===== config.mk =====
export PLATFORM = sky130hd
export DESIGN_NAME = dp_addr_gen
export DESIGN_NICKNAME = d
export VERILOG_FILES = /design/src/rtl/agen_pkg.sv /design/src/rtl/agen_lane_add.sv /design/src/rtl/agen_regs.sv /design/src/rtl/agen_ctrl.sv /design/src/rtl/dp_addr_gen.sv
export SDC_FILE = /design/constraint.sdc
export NUM_CORES = 1
export LEC_CHECK = 0
export ABC_CLOCK_PERIOD_IN_PS = 4100
export BUFFER_PORTS_ARGS = -buffer_cell sky130_fd_sc_hd__buf_2
export CORE_ASPECT_RATIO = 1.2
export CORE_MARGIN = 1
export CORE_UTILIZATION = 58
export CTS_BUF_LIST = sky130_fd_sc_hd__clkbuf_4 sky130_fd_sc_hd__clkbuf_8 sky130_fd_sc_hd__clkbuf_16
export DETAILED_ROUTE_END_ITERATION = 6
export HOLD_SLACK_MARGIN = 0.08
export PLACE_DENSITY = 0.84
export SLEW_MARGIN = 10
export SYNTH_ARGS = -nofsm -noshare
export SYNTH_HDL_FRONTEND = slang
export SYNTH_SLANG_ARGS = --single-unit

===== constraint.sdc =====
create_clock -name clk -period 4.1 [get_ports clk]
set_input_delay 0.82 -clock clk [delete_from_list [all_inputs] [get_ports clk]]
set_output_delay 0.82 -clock clk [all_outputs]
set_load 0.01 [all_outputs]

===== src/rtl/agen_pkg.sv =====
package agen_pkg;
    typedef enum logic {
        CLS_ABS = 1'b0,
        CLS_DP  = 1'b1
    } agen_class_e;

    typedef enum logic [0:0] {
        ST_IDLE  = 1'b0,
        ST_CARRY = 1'b1
    } agen_state_e;
endpackage


===== src/rtl/agen_lane_add.sv =====
module agen_lane_add #(
    parameter int W = 8
) (
    input  logic [W-1:0] a,
    input  logic [W-1:0] b,
    input  logic         cin,
    output logic [W-1:0] sum,
    output logic         cout
);
    logic [W:0] full;

    always_comb begin
        full = {1'b0, a} + {1'b0, b} + {{W{1'b0}}, cin};
        sum  = full[W-1:0];
        cout = full[W];
    end
endmodule


===== src/rtl/agen_regs.sv =====
module agen_regs #(
    parameter int BANK_W = 8,
    parameter int OFS_W  = 16
) (
    input  logic              clk,
    input  logic              rst_n,
    input  logic              bank_wr,
    input  logic [BANK_W-1:0] bank_wdata,
    input  logic              page_wr,
    input  logic [OFS_W-1:0]  page_wdata,
    output logic [BANK_W-1:0] bank_q,
    output logic [OFS_W-1:0]  page_q
);
    always_ff @(posedge clk) begin
        if (!rst_n) begin
            bank_q <= '0;
        end else if (bank_wr) begin
            bank_q <= bank_wdata;
        end
    end

    always_ff @(posedge clk) begin
        if (!rst_n) begin
            page_q <= '0;
        end else if (page_wr) begin
            page_q <= page_wdata;
        end
    end

    assert_bank_holds_R3: assert property (@(posedge clk) disable iff (!rst_n)
        !bank_wr |=> $stable(bank_q));

    assert_page_holds_R9: assert property (@(posedge clk) disable iff (!rst_n)
        !page_wr |=> $stable(page_q));
endmodule


===== src/rtl/agen_ctrl.sv =====
module agen_ctrl
    import agen_pkg::*;
#(
    parameter int BANK_W     = 8,
    parameter int OFS_W      = 16,
    parameter int PAGE_OFS_W = 8
) (
    input  logic                    clk,
    input  logic                    rst_n,
    input  logic                    req,
    input  agen_class_e             req_class,
    input  logic [OFS_W-1:0]        req_operand,
    input  logic                    single_chip,
    input  logic [BANK_W-1:0]       bank_q,
    input  logic [OFS_W-1:0]        page_q,
    output logic                    busy,
    output logic                    addr_valid,
    output logic [BANK_W+OFS_W-1:0] addr_out
);
    localparam int ADDR_W = BANK_W + OFS_W;
    localparam int HI_W   = OFS_W - PAGE_OFS_W;

    agen_state_e state_q, state_d;

    logic                  accept;
    logic                  lo_zero;
    logic                  slow_path;
    logic [PAGE_OFS_W-1:0] lo_sum;
    logic                  lo_cout;
    logic [PAGE_OFS_W-1:0] hold_lo;
    logic                  hold_carry;
    logic [HI_W-1:0]       hold_hi_base;
    logic                  hold_sc;
    logic [HI_W-1:0]       hi_sum;
    logic                  hi_cout;
    logic [BANK_W-1:0]     abs_bank;
    logic [BANK_W-1:0]     carry_bank;

    assign accept    = req && (state_q == ST_IDLE);
    assign lo_zero   = (page_q[PAGE_OFS_W-1:0] == '0);
    assign slow_path = (req_class == CLS_DP) && !lo_zero;
    assign busy      = (state_q == ST_CARRY);
    assign abs_bank  = single_chip ? '0 : bank_q;

    agen_lane_add #(.W(PAGE_OFS_W)) u_lo_add (
        .a    (page_q[PAGE_OFS_W-1:0]),
        .b    (req_operand[PAGE_OFS_W-1:0]),
        .cin  (1'b0),
        .sum  (lo_sum),
        .cout (lo_cout)
    );

    agen_lane_add #(.W(HI_W)) u_hi_add (
        .a    (hold_hi_base),
        .b    ({HI_W{1'b0}}),
        .cin  (hold_carry),
        .sum  (hi_sum),
        .cout (hi_cout)
    );

    assign carry_bank = {{(BANK_W-1){1'b0}}, hi_cout && !hold_sc};

    // State register
    always_ff @(posedge clk) begin
        if (!rst_n) begin
            state_q <= ST_IDLE;
        end else begin
            state_q <= state_d;
        end
    end

    always_comb begin
        state_d = state_q;
        unique case (state_q)
            ST_IDLE:  if (accept && slow_path) state_d = ST_CARRY;
            ST_CARRY: state_d = ST_IDLE;
            default:  state_d = ST_IDLE;
        endcase
    end

    // Capture of the first stage for the carry cycle
    always_ff @(posedge clk) begin
        if (!rst_n) begin
            hold_lo      <= '0;
            hold_carry   <= 1'b0;
            hold_hi_base <= '0;
            hold_sc      <= 1'b0;
        end else if (accept && slow_path) begin
            hold_lo      <= lo_sum;
            hold_carry   <= lo_cout;
            hold_hi_base <= page_q[OFS_W-1:PAGE_OFS_W];
            hold_sc      <= single_chip;
        end
    end

    // Output process
    always_ff @(posedge clk) begin
        if (!rst_n) begin
            addr_valid <= 1'b0;
            addr_out   <= '0;
        end else begin
            addr_valid <= 1'b0;
            unique case (state_q)
                ST_IDLE: begin
                    if (accept && (req_class == CLS_ABS)) begin
                        addr_valid <= 1'b1;
                        addr_out   <= {abs_bank, req_operand};
                    end else if (accept && !slow_path) begin
                        addr_valid <= 1'b1;
                        addr_out   <= {{BANK_W{1'b0}}, page_q[OFS_W-1:PAGE_OFS_W],
                                       req_operand[PAGE_OFS_W-1:0]};
                    end
                end
                ST_CARRY: begin
                    addr_valid <= 1'b1;
                    addr_out   <= {carry_bank, hi_sum, hold_lo};
                end
                default: addr_valid <= 1'b0;
            endcase
        end
    end

    assert_abs_latency_R2: assert property (@(posedge clk) disable iff (!rst_n)
        accept && (req_class == CLS_ABS) |=> addr_valid && !busy);

    assert_fast_latency_R6: assert property (@(posedge clk) disable iff (!rst_n)
        accept && (req_class == CLS_DP) && lo_zero |=> addr_valid && !busy);

    assert_slow_latency_R7: assert property (@(posedge clk) disable iff (!rst_n)
        accept && slow_path |=> busy && !addr_valid ##1 addr_valid);

    assert_busy_single_R7: assert property (@(posedge clk) disable iff (!rst_n)
        busy |=> !busy);

    assert_sc_fast_bank_R8: assert property (@(posedge clk) disable iff (!rst_n)
        accept && single_chip && !slow_path |=> addr_out[ADDR_W-1:OFS_W] == '0);

    assert_sc_slow_bank_R8: assert property (@(posedge clk) disable iff (!rst_n)
        accept && single_chip && slow_path |=> ##1 addr_out[ADDR_W-1:OFS_W] == '0);

    assert_carry_bank1_R5: assert property (@(posedge clk) disable iff (!rst_n)
        busy && hold_carry && !hold_sc && (&hold_hi_base) |=> addr_out[OFS_W]);
endmodule


===== src/rtl/dp_addr_gen.sv =====
module dp_addr_gen
    import agen_pkg::*;
#(
    parameter int BANK_W     = 8,
    parameter int OFS_W      = 16,
    parameter int PAGE_OFS_W = 8
) (
    input  logic                    clk,
    input  logic                    rst_n,
    input  logic                    single_chip,
    input  logic                    bank_wr,
    input  logic [BANK_W-1:0]       bank_wdata,
    input  logic                    page_wr,
    input  logic [OFS_W-1:0]        page_wdata,
    input  logic                    req,
    input  logic                    req_class,
    input  logic [OFS_W-1:0]        req_operand,
    output logic                    busy,
    output logic                    addr_valid,
    output logic [BANK_W+OFS_W-1:0] addr_out
);
    logic [BANK_W-1:0] bank_q;
    logic [OFS_W-1:0]  page_q;
    agen_class_e       cls;

    assign cls = agen_class_e'(req_class);

    agen_regs #(.BANK_W(BANK_W), .OFS_W(OFS_W)) u_regs (
        .clk        (clk),
        .rst_n      (rst_n),
        .bank_wr    (bank_wr),
        .bank_wdata (bank_wdata),
        .page_wr    (page_wr),
        .page_wdata (page_wdata),
        .bank_q     (bank_q),
        .page_q     (page_q)
    );

    agen_ctrl #(.BANK_W(BANK_W), .OFS_W(OFS_W), .PAGE_OFS_W(PAGE_OFS_W)) u_ctrl (
        .clk         (clk),
        .rst_n       (rst_n),
        .req         (req),
        .req_class   (cls),
        .req_operand (req_operand),
        .single_chip (single_chip),
        .bank_q      (bank_q),
        .page_q      (page_q),
        .busy        (busy),
        .addr_valid  (addr_valid),
        .addr_out    (addr_out)
    );

    assert_reset_idle_R1: assert property (@(posedge clk)
        !rst_n |=> !busy && !addr_valid);
endmodule


==> results of run 1 <==
[stage by stage]
stage                     instances  util [%]  setup slack, ns  hold WS [ns]
after floorplan                 315         -            1.849        0.4716
after global placement          431     67.17            1.636        0.4511
after detailed placement        431     67.17            1.607        0.4629
after CTS                       447     70.52            1.890        0.4804
after global routing            447     70.52            1.729        0.4927
final                           447     70.52            1.863        0.4777
[worst max-delay path, cell delays in order, from the launching register on]
cell	delay, ns
dfxtp_1	0.34
or4_4	0.58
o21ai_4	0.22
a21o_1	0.63
nand3_1	0.19
o211a_1	0.17
[logic make-up (layout without fill, tap and decap cells)]
family                   count (synthesis)  after routing
multiplexers                            49             49
buffers and inverters                   24             94
AO/OA/AOI/OAI                           60             60
XOR/XNOR                                10             10
adder cells (fa/ha/maj)                 11             11
flip-flops                              68             68
AND/OR/NAND/NOR                         93             93
[state kept, by name, summed over array words and instances, names as in the netlist]
register and count:
u_ctrl.hold_lo 8, u_ctrl.addr_valid 1, u_regs.bank_q 8, u_ctrl.hold_hi_base 8
u_ctrl.addr_out 24, u_ctrl.hold_sc 1, u_regs.page_q 16, u_ctrl.hold_carry 1
u_ctrl.busy 1
[where the power goes]
group	total, mW	internal, mW	switching, mW
Combinational	0.223	0.106	0.117
Clock	0.491	0.233	0.258
Sequential	0.727	0.700	0.0265
Total	1.44	1.04	0.402
[cells in the mapped netlist, types with 3 or more instances]
cell,instances
o211a_1,10
a21oi_1,10
inv_1,3
buf_2,3
nor2b_1,49
a22oi_1,11
ha_1,10
a31oi_1,3
dfxtp_1,68
buf_6,3
nand3_1,6
o21ai_0,8
xor2_1,4
mux2i_1,48
nand2_1,18
a21o_1,4
clkbuf_1,11
xnor2_1,6
nor2_1,7
[final timing paths]
path / start / cells past startpoint / to / slack (ns)
setup / recovery: u_regs.page_q[4] / 5 / u_ctrl.addr_out[10] / 1.86
hold / removal: u_ctrl.addr_out[15] / 1 / u_ctrl.addr_out[15] / 0.48
setup reg to reg: u_regs.page_q[4] / 5 / u_ctrl.addr_out[10] / 1.86
hold reg to reg: u_ctrl.addr_out[15] / 1 / u_ctrl.addr_out[15] / 0.48
[area by class of cell]
type                            count  area share (%)
Clock inverter                      6           1.072
Timing Repair Buffer               75           10.25
Inverter                            3          0.3014
Multi-Input combinational cell    223           46.18
Sequential cell                    68           36.44
Tap cell                           62           2.076
Clock buffer                       10           3.684
[per-layer routing]
metal | vias up | track usage, % | wire (microns)
met5 | - | 0 | 0
met2 | 77 | 38.90 | 3208
met3 | 11 | 4.710 | 349
met1 | 1156 | 29.70 | 2946
met4 | 0 | 12.73 | 146
li1 | 1251 | - | -
==> impl_metrics.env, run 1 <==
export IMPL_fillers=417
export IMPL_powerDensity_nw_per_um2=385.7
export IMPL_cts_made_buffers=9
export IMPL_drive_gt1_share_pct=26.23
export IMPL_synth_seq_area_share_pct=42.33
export IMPL_antenna_found_initial=0
export IMPL_crit_type="reg -> reg"
export IMPL_regArea_sq_um=1361
export IMPL_area_growth_pct=16.19
export IMPL_clk_path_buf_depth=2
export IMPL_layout_common_cells="72 x buf_2, 68 x dfxtp_1, 49 x nor2b_1, 48 x mux2i_1, 18 x nand2_1"
export IMPL_synth_compound_area_share_pct=14.09
export IMPL_via_count=2495
export IMPL_worst_setup_path_start_kind="flop"
export IMPL_ir_worst_vdd_v=0.0002464
export IMPL_finalCriticalPeriod_ns=2.237
export IMPL_synth_xor_area_share_pct=2.724
export IMPL_max_freq_ghz=0.4470
export IMPL_crit_fanout=22
export IMPL_die_h_microns=83.57
export IMPL_wire_per_inst_microns=14.87
export IMPL_required_ns=4.34
export IMPL_synth_edf_count=0
export IMPL_clkLatencyLatePin_ns=0.34
export IMPL_n_antenna_cell=0
export IMPL_period_share_pct=54.57
export IMPL_synth_top_family_by_area="simple AND/OR/NAND/NOR gates"
export IMPL_yosys_warnings=0
export IMPL_cts_hold_buf=0
export IMPL_worstPathArrival_ns=2.48
export IMPL_nets=438
export IMPL_synth_fp_nets=373
export IMPL_cp_end_kind="flop"
export IMPL_port_buffers=72
export IMPL_power_mw=1.441
export IMPL_synth_seq_cells=68
export IMPL_clk_pin_slew_ns=0.08
export IMPL_antenna_left=0
export IMPL_leakage_nw=1.696
export IMPL_maxSlewViolCount=0
export IMPL_mostFrequentLayoutCell="buf_2"
export IMPL_drc_errors=0
export IMPL_drtIter0Drc=110
export IMPL_netlist_area_leader_share_pct=42.33
export IMPL_clock_sinks=68
export IMPL_worst_pin_slew_ns=0.8103
export IMPL_grt_max_degree=54
export IMPL_avgSynthCellArea_sq_um=10.21
export IMPL_setup_tns_ns=0
export IMPL_drv_cap=0
export IMPL_ys_types=45
export IMPL_yosysTopAreaCell="dfxtp_1"
export IMPL_multi_input_area_sq_um=1725
export IMPL_status="completed"
export IMPL_syn_inst=315
export IMPL_ys_top_cells_by_area="dfxtp_1 42%, mux2i_1 15%, nor2b_1 9.5%"
export IMPL_rsz0062_at_grt="false"
export IMPL_setup_violations=0
export IMPL_place_area_sq_um=3558
export IMPL_dieArea_sq_um=5847
export IMPL_initial_core_util_pct=60.70
export IMPL_core_area_sq_um=5298
export IMPL_hold_viol=0
export IMPL_gp_congestion=0.8616
export IMPL_rows=29
export IMPL_grt_pass1_vias=2374
export IMPL_synthArstFlopShare_pct=0
export IMPL_track_usage_pct=23.93
export IMPL_cts_tree="done"
export IMPL_root_buffer="clkbuf_8"
export IMPL_yosys_area_share_adder_pct=4.514
export IMPL_hold_path_class="reg -> reg"
export IMPL_grt_pass1_wl_mm=11.07
export IMPL_htreeDepth=3
export IMPL_synthSimpleGateAreaFrac_pct=16.85
export IMPL_postCtsResizedCells=0
export IMPL_drt_total_wl_mm=6.649
export IMPL_synth_mux_area_share_pct=15.29
export IMPL_ys_flop_type="dfxtp_1"
export IMPL_grt_overflow_total=0
export IMPL_final_area_sq_um=3736
export IMPL_post_cts_buffers=0
export IMPL_drtPass1Iterations=4
export IMPL_relSlewSlack_pct=45.98
export IMPL_finClkSkew_ns=0.004955
export IMPL_synth_area_sq_um=3216
export IMPL_ios=73
export IMPL_hpwl_mm=4.660
export IMPL_viasPerCell=5.582
export IMPL_die_w_microns=69.97
No activity file was read; power rests on OpenSTA's default activity.
==> inputs of run 2 (changes only) <==
Settings changed: ABC_CLOCK_PERIOD_IN_PS 4100 to 1970, CORE_UTILIZATION 58 to 48, PLACE_DENSITY 0.84 to 0.74.
Clock period 4.1 ns to 1.97 ns, I/O delays scaled along.
==> run 2 against run 1 <==
Utilization shrank 9.2 points; maximum frequency rose by 23%; setup slack got worse by 1.7 ns.
==> impl_metrics.env, run 2 (synthesis results as in run 1) <==
export IMPL_status="completed"
export IMPL_crit_start="u_regs.page_q[0]"
export IMPL_hold_path_class="in -> reg"
export IMPL_drv_cap=0
export IMPL_slowest_delay_ns=0.57
export IMPL_drtIter0Drc=97
export IMPL_antenna_found_initial=0
export IMPL_cts_hold_buf=0
export IMPL_initial_core_util_pct=49.88
export IMPL_clock_sinks=68
export IMPL_cp_end_kind="flop"
export IMPL_die_h_microns=91.66
export IMPL_crit_family="compound AO/OA/AOI/OAI gates"
export IMPL_setup_violations=0
export IMPL_final_area_sq_um=3955
export IMPL_finClkSkew_ns=0.006359
export IMPL_die_w_microns=76.72
export IMPL_via_count=2542
export IMPL_clkLatencyLatePin_ns=0.35
export IMPL_required_ns=2.21
export IMPL_p_sw_share_pct=25.75
export IMPL_dieArea_sq_um=7032
export IMPL_ios=73
export IMPL_path_cells="or4_4 > o21ai_4 > a21oi_2 > buf_4 > a221oi_2 > a21oi_1"
export IMPL_top_register="u_ctrl.addr_out"
export IMPL_setup_tns_ns=0
export IMPL_maxSlewViolCount=0
export IMPL_pwr_share_clk_pct=36.4
export IMPL_regArea_sq_um=1361
export IMPL_antenna_left=0
export IMPL_powerDensity_nw_per_um2=805.2
export IMPL_gp_congestion=0.8006
export IMPL_whs_ns=0.3020
export IMPL_p_seq_share_pct=47.3
export IMPL_rsz0062_at_grt="false"
export IMPL_drtPass1Iterations=5
export IMPL_period_share_pct=92.50
export IMPL_reg2reg_from="u_regs.page_q[0]"
export IMPL_layout_common_cells="72 x buf_2, 68 x dfxtp_1, 49 x nor2b_1, 48 x mux2i_1, 18 x nand2_1"
export IMPL_leakage_nw=1.815
export IMPL_cp_depth=6
export IMPL_largest_reg_flops=24
export IMPL_grt_pass1_vias=2557
export IMPL_ir_worst_vdd_v=0.0005667
export IMPL_clk_path_buf_depth=2
export IMPL_worst_setup_path_start_kind="flop"
export IMPL_relSlewSlack_pct=62.90
export IMPL_max_freq_ghz=0.5488
export IMPL_rr_endpoint="u_ctrl.addr_out[14]"
export IMPL_root_buffer="clkbuf_8"
export IMPL_rows=32
export IMPL_drt_total_wl_mm=7.007
export IMPL_area_growth_pct=23.00
export IMPL_r2r_setup_slack_ns=0.15
export IMPL_drc_errors=0
export IMPL_reg_top3="u_ctrl.addr_out (24), u_regs.page_q (16)"
export IMPL_crit_end="u_ctrl.addr_out[14]"
export IMPL_crit_fanout=8
export IMPL_track_usage_pct=21.46
export IMPL_nets=453
export IMPL_reg2reg_depth=6
export IMPL_worstPathArrival_ns=2.06
export IMPL_wire_per_inst_microns=14.45
export IMPL_cts_tree="done"
export IMPL_viasPerCell=5.241
export IMPL_crit_type="reg -> reg"
export IMPL_mostFrequentLayoutCell="buf_2"
export IMPL_core_area_sq_um=6446
export IMPL_path_buf_inv=1
export IMPL_grt_overflow_total=0
export IMPL_grt_max_degree=35
export IMPL_drive_gt1_share_pct=29.25
export IMPL_worst_pin_slew_ns=0.5564
export IMPL_hpwl_mm=5.119
export IMPL_grt_pass1_wl_mm=11.62
export IMPL_htreeDepth=3
export IMPL_place_area_sq_um=3722
export IMPL_hold_viol=0
export IMPL_comb_power_share_pct=16.3
export IMPL_p_switching_mw=0.8201
export IMPL_timing_critical_path_slowest_stage_cell="or4_4"
export IMPL_cts_made_buffers=9
export IMPL_port_buffers=72
export IMPL_p_int_mw=2.364
export IMPL_n_antenna_cell=0
export IMPL_clk_pin_slew_ns=0.07
export IMPL_power_mw=3.185
export IMPL_finalCriticalPeriod_ns=1.822
export IMPL_multi_input_area_sq_um=1729
export IMPL_fillers=574
run 2: worst min-delay path by stage:
stage,from,to,cells past startpoint
after floorplan,u_ctrl.hold_lo[2],u_ctrl.hold_lo[2],1
after global placement,u_ctrl.addr_out[8],u_ctrl.addr_out[8],2
after detailed placement,u_ctrl.addr_out[9],u_ctrl.addr_out[9],2
after CTS,page_wdata[0],u_regs.page_q[0],3
after global routing,page_wdata[12],u_regs.page_q[12],3
final,page_wdata[11],u_regs.page_q[11],3
run 2: power by group through the flow:
stage	clock, mW	combinational, mW	sequential, mW
finish	1.16	0.518	1.51
global route	1.24	0.572	1.52
detailed placement	0	0.510	1.54
CTS	1.19	0.513	1.51
floorplan	0	0.323	1.55
global placement	0	0.500	1.54
run 2: timing repair:
action,CTS,global route
endpoints found under the setup margin,0,7
gates resized for setup,0,1
buffers inserted,0,2
run 2: tightest hold or removal path, stage by stage:
cell and delay [ns]:
buf_2 0.08, mux2i_1 0.05, nor2b_1 0.09
run 2: stage by stage:
stage	worst slack, ns	utilization [%]	std cells
4_1_cts	0.05888	60.87	483
5_1_grt	0.02672	61.35	485
2_1_floorplan	0.1453	-	315
3_3_place_gp	-0.02201	57.74	467
6_report	0.1478	61.35	485
3_5_place_dp	-0.03214	57.74	467
run 2: area by class of cell:
| class | instances | area share (%) |
|---|---|---|
| repair buffers | 90 | 13.79 |
| clock inverters | 4 | 1.234 |
| inverters | 3 | 0.2847 |
| flip-flops and latches | 68 | 34.42 |
| multi-input cells | 223 | 43.72 |
| clock buffers | 12 | 3.860 |
| well taps | 85 | 2.689 |
run 2: layer usage:
layer,wire [microns],track usage [%]
met1,2967,23.53
met2,3563,37.72
met3,243,3.781
met4,233,14.10
met5,0,0
==> inputs of run 3 (changes only) <==
Settings changed: MAX_ROUTING_LAYER from default to met4.
==> run 3 against run 2 <==
Sequential power barely moved; clock power barely moved; highest routed layer unchanged; flip-flop and latch count did not move; combinational power barely moved; critical path depth did not move; routed wire length rose by 0.39%; sequential share of layout area did not move; clock skew fell by 0.00071 ns; via count fell by 0.28%.
==> impl_metrics.env, run 3 (synthesis results as in run 1) <==
export IMPL_reg2reg_depth=6
export IMPL_drv_cap=0
export IMPL_hpwl_mm=5.119
export IMPL_worstPathArrival_ns=2.06
export IMPL_mostFrequentLayoutCell="buf_2"
export IMPL_die_w_microns=76.72
export IMPL_regArea_sq_um=1361
export IMPL_n_antenna_cell=0
export IMPL_r2r_setup_slack_ns=0.15
export IMPL_clk_path_buf_depth=2
export IMPL_worst_setup_path_start_kind="flop"
export IMPL_crit_family="compound AO/OA/AOI/OAI gates"
export IMPL_cts_tree="done"
export IMPL_reg_top3="u_ctrl.addr_out (24), u_regs.page_q (16)"
export IMPL_cp_depth=6
export IMPL_leakage_nw=1.815
export IMPL_relSlewSlack_pct=62.81
export IMPL_track_usage_pct=22.07
export IMPL_die_h_microns=91.66
export IMPL_cp_end_kind="flop"
export IMPL_ios=73
export IMPL_ir_worst_vdd_v=0.0005667
export IMPL_crit_start="u_regs.page_q[0]"
export IMPL_finClkSkew_ns=0.005647
export IMPL_clock_sinks=68
export IMPL_hold_viol=0
export IMPL_antenna_found_initial=0
export IMPL_finalCriticalPeriod_ns=1.822
export IMPL_drive_gt1_share_pct=29.25
export IMPL_crit_type="reg -> reg"
export IMPL_hold_path_class="in -> reg"
export IMPL_path_buf_inv=1
export IMPL_setup_violations=0
export IMPL_top_register="u_ctrl.addr_out"
export IMPL_rsz0062_at_grt="false"
export IMPL_layout_common_cells="72 x buf_2, 68 x dfxtp_1, 49 x nor2b_1, 48 x mux2i_1, 18 x nand2_1"
export IMPL_rr_endpoint="u_ctrl.addr_out[14]"
export IMPL_htreeDepth=3
export IMPL_initial_core_util_pct=49.88
export IMPL_grt_pass1_vias=2558
export IMPL_area_growth_pct=23.00
export IMPL_grt_max_degree=35
export IMPL_core_area_sq_um=6446
export IMPL_place_worst_setup_slack_ns=-0.03214
export IMPL_fillers=574
export IMPL_multi_input_area_sq_um=1729
export IMPL_reg2reg_from="u_regs.page_q[0]"
export IMPL_nets=453
export IMPL_drt_total_wl_mm=7.034
export IMPL_via_count=2535
export IMPL_viasPerCell=5.227
export IMPL_power_mw=3.186
export IMPL_port_buffers=72
export IMPL_largest_reg_flops=24
export IMPL_max_freq_ghz=0.5489
export IMPL_timing_critical_path_slowest_stage_cell="or4_4"
export IMPL_crit_end="u_ctrl.addr_out[14]"
export IMPL_period_share_pct=92.48
export IMPL_grt_pass1_wl_mm=11.62
export IMPL_clk_pin_slew_ns=0.07
export IMPL_cts_hold_buf=0
export IMPL_crit_fanout=8
export IMPL_dieArea_sq_um=7032
export IMPL_clkLatencyLatePin_ns=0.35
export IMPL_required_ns=2.20
export IMPL_fin_ws_ns=0.1482
export IMPL_status="completed"
export IMPL_path_cells="or4_4 > o21ai_4 > a21oi_2 > buf_4 > a221oi_2 > a21oi_1"
export IMPL_powerDensity_nw_per_um2=805.6
export IMPL_drtPass1Iterations=5
export IMPL_drtIter0Drc=104
export IMPL_gp_congestion=0.8122
export IMPL_grt_overflow_total=0
export IMPL_slowest_delay_ns=0.57
export IMPL_rows=32
export IMPL_worst_pin_slew_ns=0.5578
export IMPL_antenna_left=0
export IMPL_drc_errors=0
export IMPL_cts_made_buffers=9
export IMPL_root_buffer="clkbuf_8"
export IMPL_wire_per_inst_microns=14.50
export IMPL_maxSlewViolCount=0
## run 3: cell counts in the layout (fill, tap and decap cells not counted)
Identical to the previous run, type by type.
## run 3: metal layers
layer / global-route usage (%) / vias up / share of wire [%]
met1: 23.59 / 1184 / 43
li1: - / 1272 / -
met3: 3.682 / 19 / 3.3
met4: 14.10 / 0 / 3.3
met2: 37.72 / 60 / 51
met5: - / - / 0
## run 3: how the worst min path moves through the flow
stage                  startpoint            endpoint  slack (ns)  cells past startpoint
2_1_floorplan   u_ctrl.hold_lo[2]   u_ctrl.hold_lo[2]        0.47                      1
3_3_place_gp   u_ctrl.addr_out[8]  u_ctrl.addr_out[8]        0.46                      2
3_5_place_dp   u_ctrl.addr_out[9]  u_ctrl.addr_out[9]        0.46                      2
4_1_cts             page_wdata[0]    u_regs.page_q[0]        0.29                      3
5_1_grt            page_wdata[12]   u_regs.page_q[12]        0.30                      3
6_report           page_wdata[11]   u_regs.page_q[11]        0.30                      3
## run 3: worst register-to-register path: cells and delay by family, from the launching register on
| family | cells | cell delay [ns] |
|---|---|---|
| AOI/OAI and AO/OA | 4 | 0.62 |
| and+or+nand+nor | 1 | 0.57 |
| DFF | 1 | 0.33 |
| buffers and inverters | 1 | 0.19 |
## run 3: stage by stage
stage | hold slack [ns] | util (%) | cells | TNS (ns) | area [sq um]
2_1_floorplan | 0.4716 | - | 315 | 0 | 3216
3_3_place_gp | 0.4566 | 57.74 | 467 | -0.02201 | 3722
3_5_place_dp | 0.4629 | 57.74 | 467 | -0.05166 | 3722
4_1_cts | 0.2897 | 60.87 | 483 | 0 | 3924
5_1_grt | 0.3033 | 61.35 | 485 | 0 | 3955
6_report | 0.3030 | 61.35 | 485 | 0 | 3955
## run 3: layout make-up
type	instances	area share, %
clock buffers	12	3.860
clock inverters	4	1.234
inverters	3	0.2847
multi-input cells	223	43.72
flip-flops and latches	68	34.42
well taps	85	2.689
repair buffers	90	13.79
## run 3: repair_timing
| item | in CTS | in global routing |
|---|---|---|
| endpoints found under the setup margin | 0 | 7 |
| gates resized for setup | 0 | 1 |
| buffers inserted | 0 | 2 |
## run 3: where the power goes
group	switching (mW)	internal [mW]
clock network	0.515	0.645
registers	0.0493	1.46
logic	0.258	0.261
